## src/rtl/base_addr_gen.sv

```systemverilog
module base_addr_gen #(
  parameter int ADDR_W      = 24,
  parameter int BIG_OFF_W   = 14,
  parameter int SMALL_OFF_W = 11,
  parameter int NUM_SMALL   = 8
) (
  input  logic                         clk,
  input  logic                         rst_n,
  input  logic                         wr_en,
  input  logic [$clog2(NUM_SMALL+5)-1:0] wr_sel,
  input  logic [ADDR_W-1:0]            wr_data,
  input  logic                         start,
  input  logic                         big_area,
  input  logic [$clog2(NUM_SMALL)-1:0] area_sel,
  input  logic [BIG_OFF_W-1:0]         offset,
  input  logic [1:0]                   idx_sel,
  input  logic                         indirect,
  output logic                         mem_req,
  output logic [ADDR_W-1:0]            mem_addr,
  input  logic                         mem_ack,
  input  logic [ADDR_W-1:0]            mem_rdata,
  output logic                         done,
  output logic [ADDR_W-1:0]            eff_addr
);
  localparam int WR_W = $clog2(NUM_SMALL + 5);

  logic [ADDR_W-1:0] small_base [NUM_SMALL];
  logic [ADDR_W-1:0] big_base;
  logic [ADDR_W-1:0] idx_reg [1:3];

  always_ff @(posedge clk) begin
    if (!rst_n) begin
      for (int i = 0; i < NUM_SMALL; i++) small_base[i] <= '0;
      for (int j = 1; j <= 3; j++) idx_reg[j] <= '0;
      big_base <= '0;
    end else if (wr_en) begin
      for (int i = 0; i < NUM_SMALL; i++)
        if (wr_sel == WR_W'(i)) small_base[i] <= wr_data;
      if (wr_sel == WR_W'(NUM_SMALL)) big_base <= wr_data;
      for (int j = 1; j <= 3; j++)
        if (wr_sel == WR_W'(NUM_SMALL + j)) idx_reg[j] <= wr_data;
    end
  end

  wire [ADDR_W-1:0] base_v = big_area ? big_base : small_base[area_sel];
  wire [ADDR_W-1:0] off_v  = big_area ? {{(ADDR_W-BIG_OFF_W){1'b0}}, offset}
                                      : {{(ADDR_W-SMALL_OFF_W){1'b0}}, offset[SMALL_OFF_W-1:0]};
  wire [ADDR_W-1:0] idx_v  = (idx_sel == 2'd0) ? '0 : idx_reg[idx_sel];
  wire [ADDR_W-1:0] sum_v  = base_v + off_v + idx_v;

  always_ff @(posedge clk) begin
    if (!rst_n) begin
      mem_req  <= 1'b0;
      mem_addr <= '0;
      done     <= 1'b0;
      eff_addr <= '0;
    end else begin
      done <= 1'b0;
      if (!mem_req) begin
        if (start) begin
          if (indirect) begin
            mem_req  <= 1'b1;
            mem_addr <= sum_v;
          end else begin
            done     <= 1'b1;
            eff_addr <= sum_v;
          end
        end
      end else if (mem_ack) begin
        mem_req  <= 1'b0;
        done     <= 1'b1;
        eff_addr <= mem_rdata;
      end
    end
  end
endmodule

```

## config.mk

```make
export PLATFORM = sky130hd
export DESIGN_NAME = base_addr_gen
export DESIGN_NICKNAME = d
export VERILOG_FILES = /design/src/rtl/base_addr_gen.sv
export SDC_FILE = /design/constraint.sdc
export NUM_CORES = 1
export LEC_CHECK = 0
export BUFFER_PORTS_ARGS = -buffer_cell sky130_fd_sc_hd__buf_2
export CAP_MARGIN = 20
export CORE_AREA = 3 3 158 237
export DETAILED_ROUTE_END_ITERATION = 8
export DIE_AREA = 0 0 161 240
export GPL_ROUTABILITY_DRIVEN = 0
export PLACE_DENSITY_LB_ADDON = 0.05
export SETUP_SLACK_MARGIN = 0.05
export SLEW_MARGIN = 15
export SYNTH_ARGS = -nofsm -noshare
export SYNTH_HDL_FRONTEND = slang
export SYNTH_SLANG_ARGS = --single-unit
```

## constraint.sdc

```tcl
create_clock -name clk -period 8.5 [get_ports clk]
set_input_delay 1.7 -clock clk [delete_from_list [all_inputs] [get_ports clk]]
set_output_delay 1.7 -clock clk [all_outputs]
set_load 0.03 [all_outputs]
```

==> results by group, run 1 <==
Status
  – Status: finished, final reports clean

Place
  – Final HPWL DP: 28200 µm
  – Pre-CTS WS: 2.13 ns
  – Number of port buffers: 127

CTS
  – CTS Buffer Depth: 3
  – Clock slew at reported path FFs: 0.06 ns
  – Hold Buf Count CTS: 0
  – CTS tree: yes
  – Clk_lat worst skew: approximately 0.53 ns
  – H-tree Lvls: 2
  – Root Driver: clkbuf_16
  – CTS sink count: 338
  – Setup repair bufs after CTS: 0
  – Cts repair resizes: 0
  – CTS buffer count: 34

Critical path
  – Worst EP required: just under 9 ns
  – Crit path capture: mem_addr[21]
  – Worst R2R Setup Slack: about 4.3 ns
  – Setup crit end kind: register
  – Reg-to-Reg End: eff_addr[23]
  – Crit Path Max Fanout: 28
  – Origin of the worst setup path: area_sel[0]
  – Worst r2r path cells: 15
  – CP startpoint kind: input port
  – Worst EP arrival: 6.21 ns
  – Worst setup path category: in -> reg
  – RR Startpoint: small_base[7][1]

Logic synthesis
  – Ys flop type: edfxtp_1
  – Compound-gate portion of the synthesized area: 0.0863
  – Mapped Area: 16000 µm²
  – Post-synth net total: between 1000 and 1500
  – Syn Area/Cell: 11.7 µm²
  – Synth Warn #: 0
  – Cell count after synthesis: between 1000 and 1500
  – Simple-Gate Fraction of Synth Area: 0.135
  – Synth top area share: 0.495
  – Largest family of logic cells by synthesized area: simple AND/OR/NAND/NOR gates
  – Post-synth EDFFs: between 200 and 300
  – Synth top area cells: edfxtp_1, dfxtp_1, mux4_2
  – Post-Synth XOR/XNOR Area: 0.00923
  – Mux cell area share after synthesis: 0.105
  – Most frequent cell after synthesis: edfxtp_1
  – Async SR Flop Fraction: 0
  – Yosys cell types: 67
  – Sequential-to-total area share from yosys stat: 0.588
  – Yosys reg bits: about 340
  – Synthesized-area fraction occupied by adder cells: 0.0430
  – Cell taking the most area after synthesis: edfxtp_1
  – Top post-synthesis cells by count: edfxtp_1, nor2_1, nand2_1, dfxtp_1, clkbuf_1

Job
  – Max-cap violation count: 0

STA
  – Setup violations, final: 0
  – Final WS setup: 2.69 ns
  – Least-Margin Pin Slew: around 1.1 ns
  – Max transition margin: 0.269
  – Final min period: between 5 and 6 ns
  – Final period util: 0.683
  – Post-Route Skew: 0.0134 ns
  – Hold Vio Cnt, Final: 0
  – Total Neg Setup Slack: 0 ns
  – Fmax: 172 MHz
  – Unrepaired setup endpoints after global routing: no
  – Slew Viols, Final: 0

Power and ir drop
  – Net Sw Frac: 0.267
  – Power Density: 234 nW/µm²
  – Leak: between 6 and 7 nW
  – NetSw: around 0.0011 W
  – Seq pwr share: 0.451
  – Clock Power Share: 0.383
  – Internal power consumption: between 0.003 and 0.004 W
  – Max rail drop VDD: 107 µV
  – Combinational power share: 0.167

Global route
  – Vias in the first global route: roughly 11000
  – Grt total ovfl: 0
  – Global-route wire length before repair: around 66000 µm
  – Initial antenna violation count: 0
  – GRT Total Usage: 0.222
  – Pin count of the biggest net entering global routing: a little over 80

Floorplan
  – Row count: 85
  – Die Width: 161 µm
  – Initial Util: 0.448
  – Placeable Area: 35700 µm²
  – Ports: roughly 130
  – Die area: between 30000 and 40000 µm²
  – Chip height: 240 µm

Finish
  – Multi-input gate area: a little over 6000 µm²
  – Sequential cell area: ~9400 µm²
  – Layout area overhead: 14.4%
  – Fill cells: ~3200
  – Nets: 1586
  – Antenna Cells: 0
  – Max reg flops: 192
  – Share of cells above drive strength 1: 0.200

Drt
  – Via count: 10900
  – Post-route ant nets: 0
  – WL final: 42800 µm
  – Pre-Repair DR Iteration Count: 5
  – 1st-iter DRT viols: about 660
  – Per-cell routed wire length: ~22 µm
  – Drc violations: 0
  – Drt via density: 5.55

Min path
  – Hold path startpoint: mem_addr[1]
  – HP Class: reg -> reg
[cell type report]
class / count / area share
well taps: 478 / 0.0327
multi-input cells: 888 / 0.332
repair buffers: 154 / 0.0463
flip-flops and latches: 338 / 0.514
clock buffers: 42 / 0.0504
inverters: 46 / 0.00943
clock inverters: 19 / 0.0158
[cell families (layout without fill, tap and decap cells)]
logic type,Yosys count,after routing
AOI/OAI and AO/OA,209,209
xor gates and xnor gates,16,16
adders and majority gates,46,46
buffers and inverters,138,261
DFF,338,338
muxes,104,104
and+or+nand+nor,513,513
[how the worst min path moves through the flow]
stage,depth (start not counted),endpoint
6_report,2,mem_addr[1]
3_5_place_dp,2,mem_addr[1]
2_1_floorplan,2,big_base[10]
5_1_grt,2,mem_addr[1]
4_1_cts,2,mem_addr[1]
3_3_place_gp,2,mem_addr[1]
[metrics by stage]
| stage | area [µm²] | utilization | total power, W | instances | hold slack [ns] |
|---|---|---|---|---|---|
| floorplan | 16000 | - | 0.00245 | 1364 | 0.437 |
| global placement | 17100 | 0.478 | 0.00267 | 1903 | 0.442 |
| detailed placement | 17100 | 0.478 | 0.00268 | 1903 | 0.444 |
| CTS | 18300 | 0.512 | 0.00432 | 1964 | 0.452 |
| global route | 18300 | 0.512 | 0.00445 | 1965 | 0.469 |
| finish | 18300 | 0.512 | 0.00428 | 1965 | 0.451 |
[layer usage]
layer,share of wire,track usage
met1,0.40,0.268
met4,0.024,0.0673
met2,0.53,0.415
met3,0.040,0.0267
met5,0,0
[power by group through the flow]
stage | clock, W | sequential, W | combinational [W]
6_report | 0.00164 | 0.00193 | 0.000712
5_1_grt | 0.00173 | 0.00194 | 0.000784
4_1_cts | 0.00167 | 0.00193 | 0.000720
3_5_place_dp | 0 | 0.00196 | 0.000716
2_1_floorplan | 0 | 0.00201 | 0.000446
3_3_place_gp | 0 | 0.00196 | 0.000710
[placed cells by master, fill, tap and decap left out, types with 23 or more instances in the layout]
master | Yosys | routed
buf_2 | 9 | 126
inv_1 | 46 | 45
a21oi_1 | 70 | 70
nand3_1 | 25 | 24
mux2_2 | 23 | 23
clkbuf_16 | 0 | 35
mux2i_1 | 32 | 32
edfxtp_1 | 264 | 264
mux4_2 | 47 | 47
o21ai_0 | 37 | 37
ha_1 | 31 | 31
dfxtp_1 | 74 | 74
buf_4 | 2 | 27
nand2_1 | 152 | 148
nor2_1 | 263 | 263
[critical path, stage by stage]
cell,delay [ns]
buf_4,0.48
buf_4,0.49
mux4_2,0.56
mux2i_1,0.13
o21ai_0,0.18
fa_1,0.52
ha_1,0.37
nand2_1,0.15
o22ai_1,0.17
nor4b_1,0.81
nor2_1,0.16
mux2i_1,0.16
a311o_1,0.31
No activity file was read; power rests on OpenSTA's default activity.
==> inputs of run 2 (changes only) <==
ABC_AREA = 1   (was not set)
CORE_AREA = 3 3 160 239   (was 3 3 158 237)
DIE_AREA = 0 0 163 242   (was 0 0 161 240)
clock period = 4.8 ns   (was 8.5 ns; I/O delays follow)
==> run 2 against run 1 <==
Against the previous run: area after synthesis grew 1.8%; total power grew 72%; sequential share of layout area shrank 0.92 points; critical endpoint is now mem_addr[18]; sequential cell count is the same; clock power grew 59%; design area grew 1.8%; cell count grew 21%; clock skew grew 0.0058 ns; clock-buffer cell count grew 9; non-clock buffer count grew 17; sequential power grew 77%.
==> results by group, run 2 <==
Status
  – Status: finished, final reports clean (unchanged)

Floorplan
  – Placeable Area: 36200 µm² (was 35700 µm²)
  – Row count: 85 (unchanged)
  – Chip height: 242 µm (was 240 µm)
  – Initial Util: 0.450 (was 0.448)
  – Ports: 128 (unchanged)
  – Die Width: 163 µm (was 161 µm)
  – Die area: 39400 µm² (was 38600 µm²)

Logic synthesis
  – Most frequent cell after synthesis: nor2_1 (was edfxtp_1)
  – Yosys cell types: 38 (was 67)
  – Synth top area cells: edfxtp_1, dfxtp_1, nor2_1 (was edfxtp_1, dfxtp_1, mux4_2)
  – Mapped Area: 16300 µm² (was 16000 µm²)
  – Synth top area share: 0.487 (was 0.495)
  – Sequential-to-total area share from yosys stat: 0.578 (was 0.588)
  – Post-synth net total: 1892 (was 1488)
  – Yosys reg bits: 338 (unchanged)
  – Cell taking the most area after synthesis: edfxtp_1 (unchanged)
  – Syn Area/Cell: 9.21 µm² (was 11.7 µm²)
  – Top post-synthesis cells by count: nor2_1, edfxtp_1, nand2_1, inv_1, o21ai_0 (was edfxtp_1, nor2_1, nand2_1, dfxtp_1, clkbuf_1)
  – Post-synth EDFFs: 264 (unchanged)
  – Synth Warn #: 0 (unchanged)
  – Ys flop type: edfxtp_1 (unchanged)
  – Async SR Flop Fraction: 0 (unchanged)
  – Cell count after synthesis: 1768 (was 1364)

Finish
  – Layout area overhead: 14.5% (was 14.4%)
  – Design Area, Final: 18600 µm² (was 18300 µm²)
  – Final std cells w/o fill: 2381 (was 1965)
  – Commonest non-fill, non-tap cell in the layout: nor2_1 (was edfxtp_1)
  – Fill cells: 3471 (was 3238)
  – Share of cells above drive strength 1: 0.132 (was 0.200)
  – Max reg flops: 192 (unchanged)
  – Nets: 2001 (was 1586)
  – Antenna Cells: 0 (unchanged)
  – Most frequent cells in the layout: nor2_1, edfxtp_1, nand2_1 (was edfxtp_1, nor2_1, nand2_1)

Critical path
  – Slowest stage delay, CP: 0.56 ns (was 0.81 ns)
  – CP top delay family: simple AND/OR/NAND/NOR gates (unchanged)
  – Setup crit end kind: register (unchanged)
  – Worst setup path category: in -> reg (unchanged)
  – Worst r2r path cells: 17 (was 15)
  – Worst R2R Setup Slack: 1.21 ns (was 4.30 ns)
  – Crit path cell chain: buf_2 > inv_1 > buf_12 > o21ai_0 > o221ai_1 > nand3_1 > nand2_1 > inv_1 > fa_1 > inv_1 > ha_1 > nand2_1 > nor2_1 > inv_1 > nor2_1 > nand4_1 > nand4_1 > nand3_1 > o211ai_1 > inv_1 (was buf_4 > buf_4 > mux4_2 > mux2i_1 > o21ai_0 > fa_1 > ha_1 > nand2_1 > o22ai_1 > nor4b_1 > nor2_1 > mux2i_1 > a311o_1)
  – Worst EP arrival: 4.71 ns (was 6.21 ns)
  – Slowest-stage cell, CP: fa_1 (was nor4b_1)
  – RR Startpoint: small_base[5][11] (was small_base[7][1])
  – Reg-to-Reg End: mem_addr[18] (was eff_addr[23])
  – Worst EP required: 5.21 ns (was 8.91 ns)
  – CP startpoint kind: input port (unchanged)
  – Most common cell on crit path: inv_1
  – Crit Path Max Fanout: 44 (was 28)
  – Buf+Inv Stages, Crit Path: 7 (was 2)

Min path
  – Hold Path Cell Cnt: 2 (unchanged)
  – Hold path startpoint: eff_addr[20] (was mem_addr[1])
  – Hold Path Sink: eff_addr[20] (was mem_addr[1])
  – HP Class: reg -> reg (unchanged)

Place
  – Cell count after placement: 2317 (was 1903)
  – Area after DPL: 17500 µm² (was 17100 µm²)
  – Number of port buffers: 127 (unchanged)
  – Pre-CTS WS: 0.0511 ns (was 2.13 ns)
  – Final HPWL DP: 32800 µm (was 28200 µm)

Job
  – Max-cap violation count: 0 (unchanged)

STA
  – Least-Margin Pin Slew: 0.957 ns (was 1.09 ns)
  – Max transition margin: 0.360 (was 0.269)
  – Post-Route Skew: 0.0193 ns (was 0.0134 ns)
  – Final period util: 0.896
  – Total Neg Setup Slack: 0 ns (unchanged)
  – Hold Vio Cnt, Final: 0 (unchanged)
  – Unrepaired setup endpoints after global routing: no (unchanged)
  – Final WS setup: 0.501 ns (was 2.69 ns)
  – WHS: 0.462 ns (was 0.451 ns)
  – Slew Viols, Final: 0 (unchanged)
  – Fmax: about 230 MHz
  – Setup violations, final: 0 (unchanged)
  – Final min period: around 4.3 ns

CTS
  – Clk_lat worst skew: 0.53 ns (about the same)
  – Setup repair bufs after CTS: 0 (unchanged)
  – CTS sink count: 338 (unchanged)
  – CTS tree: yes (unchanged)
  – H-tree Lvls: 2 (unchanged)
  – Root Driver: clkbuf_16 (unchanged)
  – Cts repair resizes: 0 (unchanged)
  – Hold Buf Count CTS: 0 (unchanged)
  – CTS Buffer Depth: 3 (unchanged)
  – Clock slew at reported path FFs: 0.06 ns (about the same)
  – CTS buffer count: 35 (was 34)

Global route
  – Global-route wire length before repair: 72700 µm (was 65700 µm)
  – Pin count of the biggest net entering global routing: 62 (was 83)
  – GRT Total Usage: 0.236 (was 0.222)
  – Initial antenna violation count: 0 (unchanged)
  – Grt total ovfl: 0 (unchanged)
  – Vias in the first global route: 12900 (was 11200)

Drt
  – Via count: 12900 (was 10900)
  – WL final: 47100 µm (was 42800 µm)
  – Post-route ant nets: 0 (unchanged)
  – Per-cell routed wire length: 19.8 µm (was 21.8 µm)
  – Pre-Repair DR Iteration Count: 5 (unchanged)
  – Drc violations: 0 (unchanged)
  – 1st-iter DRT viols: 1103 (was 659)
  – Drt via density: 5.43 (was 5.55)

Power and ir drop
  – Net Sw Frac: 0.290 (was 0.267)
  – Combinational power share: 0.184 (was 0.167)
  – Internal power consumption: 0.00524 W (was 0.00313 W)
  – NetSw: 0.00214 W (was 0.00114 W)
  – Power Density: 396 nW/µm² (was 234 nW/µm²)
  – Leak: 7.83 nW (was 6.87 nW)
  – Clock Power Share: 0.352 (was 0.383)
  – Seq pwr share: 0.464 (was 0.451)
  – Max rail drop VDD: 284 µV (was 107 µV)
==> run 2: layer usage <==
layer | wire length (µm) | vias to the layer above | GRT usage
li1 | - | 6209 | -
met1 | 19000 | 6229 | 0.288
met5 | 0 | - | 0
met4 | 1930 | 0 | 0.0919
met2 | 24100 | 381 | 0.425
met3 | 2030 | 102 | 0.0251
==> run 2: power groups by stage <==
stage               Combinational, W  Clock (W)  Sequential, W
floorplan                   0.000812          0        0.00355
global placement             0.00135          0        0.00348
detailed placement           0.00136          0        0.00348
CTS                          0.00137    0.00267        0.00342
global route                 0.00152    0.00277        0.00343
finish                       0.00136    0.00260        0.00342
==> run 2: worst max path at each step <==
stage | start | end | slack (ns) | depth (start not counted)
2_1_floorplan | area_sel[0] | mem_addr[17] | 0.83 | 25
3_5_place_dp | area_sel[0] | mem_addr[18] | 0.05 | 20
5_1_grt | area_sel[1] | eff_addr[18] | 0.18 | 21
4_1_cts | area_sel[0] | mem_addr[18] | 0.59 | 20
3_3_place_gp | area_sel[0] | mem_addr[18] | 0.02 | 20
6_report | area_sel[1] | mem_addr[18] | 0.50 | 20
==> run 2: metrics by stage <==
| step | power (W) | utilization |
|---|---|---|
| 2_1_floorplan | 0.00437 | - |
| 3_3_place_gp | 0.00483 | 0.485 |
| 3_5_place_dp | 0.00484 | 0.485 |
| 4_1_cts | 0.00746 | 0.515 |
| 5_1_grt | 0.00772 | 0.516 |
| 6_report | 0.00738 | 0.516 |
==> run 2: tightest hold or removal path, cell delays in order (launching register included) <==
cell and delay (ns):
dfxtp_1 0.30, nand2_1 0.06, a21oi_1 0.05
==> run 2: kinds of logic (layout without fill, tap and decap cells) <==
kind of cell	after synthesis	after routing	share of synthesized area
buffers and inverters	259	394	0.0619
and+or+nand+nor	762	762	0.189
DFF	338	338	0.578
xor gates and xnor gates	8	8	0.00430
adders and majority gates	46	46	0.0423
AOI/OAI and AO/OA	355	355	0.124
==> run 2: layout make-up <==
class                   count  area (µm²)  area share
well taps                 478         598      0.0321
repair buffers            171        1050      0.0562
clock inverters            12        78.8     0.00423
inverters                 160         601      0.0322
multi-input cells        1171        5900       0.316
clock buffers              51        1010      0.0542
flip-flops and latches    338        9410       0.505
==> inputs of run 3 (changes only) <==
CORE_AREA = 3 3 145 217   (was 3 3 160 239)
DIE_AREA = 0 0 148 220   (was 0 0 163 242)
clock period = 4 ns   (was 4.8 ns; I/O delays follow)
==> run 3 against run 2 <==
Against the previous run: utilization is 13 points higher; clock skew is 0.0025 ns lower; sequential cell count stayed put; design area is 3.0% higher; global-route usage is 3.5 points higher; register-to-register slack worse by 0.60 ns; first-iteration DRC count is 7.3% lower; setup slack worse by 0.25 ns; combinational power is 38% higher; critical path depth stayed put; critical endpoint is now eff_addr[19]; largest cell class unchanged.
==> results by group, run 3 (same netlist as run 2, synthesis figures left out) <==
Floorplan
  – Placeable Area: 29700 µm² (was 36200 µm²)
  – Chip height: 220 µm (was 242 µm)
  – Die area: 32600 µm² (was 39400 µm²)
  – Ports: 128 (unchanged)
  – Row count: 77 (was 85)
  – Initial Util: 0.549 (was 0.450)
  – Die Width: 148 µm (was 163 µm)

Global route
  – Initial antenna violation count: 2 (was 0)
  – GRT Total Usage: 0.272 (was 0.236)
  – Vias in the first global route: 12800 (was 12900)
  – Grt total ovfl: 0 (unchanged)
  – Global-route wire length before repair: 69500 µm (was 72700 µm)
  – Pin count of the biggest net entering global routing: 49 (was 62)

STA
  – Max transition margin: 0.269 (was 0.360)
  – Slew Viols, Final: 0 (unchanged)
  – Hold Vio Cnt, Final: 0 (unchanged)
  – Setup violations, final: 0 (unchanged)
  – Post-Route Skew: 0.0168 ns (was 0.0193 ns)
  – Final min period: about 3.8 ns
  – Final period util: 0.938
  – Total Neg Setup Slack: 0 ns (unchanged)
  – Least-Margin Pin Slew: 1.09 ns (was 0.957 ns)
  – Fmax: around 270 MHz
  – Unrepaired setup endpoints after global routing: no (unchanged)

Power and ir drop
  – Max rail drop VDD: 367 µV (was 284 µV)
  – Internal power consumption: 0.00664 W (was 0.00524 W)
  – Seq pwr share: 0.445 (was 0.464)
  – Power Density: 480 nW/µm² (was 396 nW/µm²)
  – Net Sw Frac: 0.279 (was 0.290)
  – Leak: 8.24 nW (was 7.83 nW)
  – Final Total Pwr: 0.00921 W (was 0.00738 W)
  – Clock Power Share: 0.350 (was 0.352)
  – Combinational power share: 0.204 (was 0.184)
  – NetSw: 0.00257 W (was 0.00214 W)

Finish
  – Most frequent cells in the layout: nor2_1, edfxtp_1, nand2_1 (unchanged)
  – Final Util: 0.647 (was 0.516)
  – Commonest non-fill, non-tap cell in the layout: nor2_1 (unchanged)
  – Design Area, Final: 19200 µm² (was 18600 µm²)
  – Share of cells above drive strength 1: 0.166 (was 0.132)
  – Max reg flops: 192 (unchanged)
  – Nets: 2080 (was 2001)
  – Layout area overhead: 18.0% (was 14.5%)

CTS
  – Setup repair bufs after CTS: 0 (unchanged)
  – Hold Buf Count CTS: 0 (unchanged)
  – CTS sink count: 338 (unchanged)
  – H-tree Lvls: 2 (unchanged)
  – Clk_lat worst skew: 0.52 ns (was 0.53 ns)
  – Cts repair resizes: 0 (unchanged)
  – Clock slew at reported path FFs: 0.06 ns (about the same)
  – CTS buffer count: 34 (was 35)
  – CTS Buffer Depth: 3 (unchanged)
  – CTS tree: yes (unchanged)
  – Root Driver: clkbuf_16 (unchanged)

Place
  – Final HPWL DP: 32100 µm (was 32800 µm)
  – Number of port buffers: 127 (unchanged)
  – Area after DPL: 18100 µm² (was 17500 µm²)

Critical path
  – Reg-to-Reg End: eff_addr[9] (was mem_addr[18])
  – Crit Path Max Fanout: 21 (was 44)
  – Worst r2r path cells: 21 (was 17)
  – Crit path capture: eff_addr[19] (was mem_addr[18])
  – Setup crit end kind: register (unchanged)
  – Worst EP arrival: 4.18 ns (was 4.71 ns)
  – Worst EP required: 4.43 ns (was 5.21 ns)
  – CP startpoint kind: input port (unchanged)
  – Worst setup path category: in -> reg (unchanged)
  – Worst R2R Setup Slack: 0.61 ns (was 1.21 ns)
  – Origin of the worst setup path: area_sel[0] (was area_sel[1])
  – RR Startpoint: small_base[6][1] (was small_base[5][11])

Drt
  – Drc violations: 0 (unchanged)
  – Drt via density: 5.54 (was 5.43)
  – Post-route ant nets: 0 (unchanged)
  – Pre-Repair DR Iteration Count: 6 (was 5)
  – 1st-iter DRT viols: 1023 (was 1103)
  – Per-cell routed wire length: 18.7 µm (was 19.8 µm)
  – WL final: 44600 µm (was 47100 µm)
  – Via count: 13200 (was 12900)

Min path
  – HP Class: reg -> reg (unchanged)

Job
  – Max-cap violation count: 0 (unchanged)

Status
  – Status: finished, final reports clean (unchanged)
-- run 3: cell types whose count changed in the layout (fill, tap and decap cells not counted), sizes merged --
cell	previous run	this run
buf	171	251
clkbuf	51	44
bufinv	0	3
clkinv	9	11
clkinvlp	3	2
diode	0	1
inv	160	161
-- run 3: worst min path at each step --
| stage | from | endpoint | slack (ns) | depth (start not counted) |
|---|---|---|---|---|
| after detailed placement | eff_addr[22] | eff_addr[22] | 0.46 | 2 |
| after global routing | eff_addr[12] | eff_addr[12] | 0.48 | 2 |
| after CTS | eff_addr[22] | eff_addr[22] | 0.46 | 2 |
| after global placement | eff_addr[20] | eff_addr[20] | 0.45 | 2 |
| final | eff_addr[22] | eff_addr[22] | 0.46 | 2 |
| after floorplan | big_base[0] | big_base[0] | 0.50 | 2 |
-- run 3: layout make-up --
cell class              instances  area, µm²
repair buffers                251       1670
inverters                     160        601
well taps                     395        494
clock buffers                  44        962
clock inverters                17        165
fillers                      2539      10500
flip-flops and latches        338       9410
diodes                          1       2.50
multi-input cells            1171       5900
-- run 3: power by group through the flow --
stage	Sequential, W	Combinational, W	Clock [W]
after detailed placement	0.00418	0.00187	0
after global routing	0.00412	0.00207	0.00341
after CTS	0.00410	0.00188	0.00328
final	0.00410	0.00188	0.00323
after global placement	0.00417	0.00185	0
after floorplan	0.00426	0.000974	0
-- run 3: per-layer routing --
| metal | vias to the layer above | GRT usage | part of all wire |
|---|---|---|---|
| met3 | 100 | 0.0356 | 0.055 |
| met5 | - | 0 | 0.00029 |
| li1 | 6369 | - | - |
| met1 | 6265 | 0.333 | 0.40 |
| met2 | 440 | 0.484 | 0.51 |
| met4 | 2 | 0.112 | 0.041 |
-- run 3: critical path, stage by stage --
cell and delay, ns:
buf_2 0.11, buf_4 0.17, buf_12 0.17, buf_4 0.22, o21ai_0 0.12, o221ai_1 0.29
nand3_1 0.18, nand2_1 0.11, ha_1 0.24, ha_1 0.36, nand2_1 0.09, nor2_1 0.22
buf_4 0.16, and2_1 0.14, nand4_1 0.25, nand3_1 0.19, nand2_1 0.08, nand3_1 0.08
nand2_1 0.05, a21oi_1 0.11
-- run 3: metrics by stage --
stage	cells	hold slack [ns]	setup slack (ns)
2_1_floorplan	1768	0.502	0.186
3_3_place_gp	2315	0.449	-0.168
3_5_place_dp	2315	0.455	-0.204
4_1_cts	2376	0.465	0.325
5_1_grt	2377	0.482	0.0702
6_report	2377	0.462	0.249
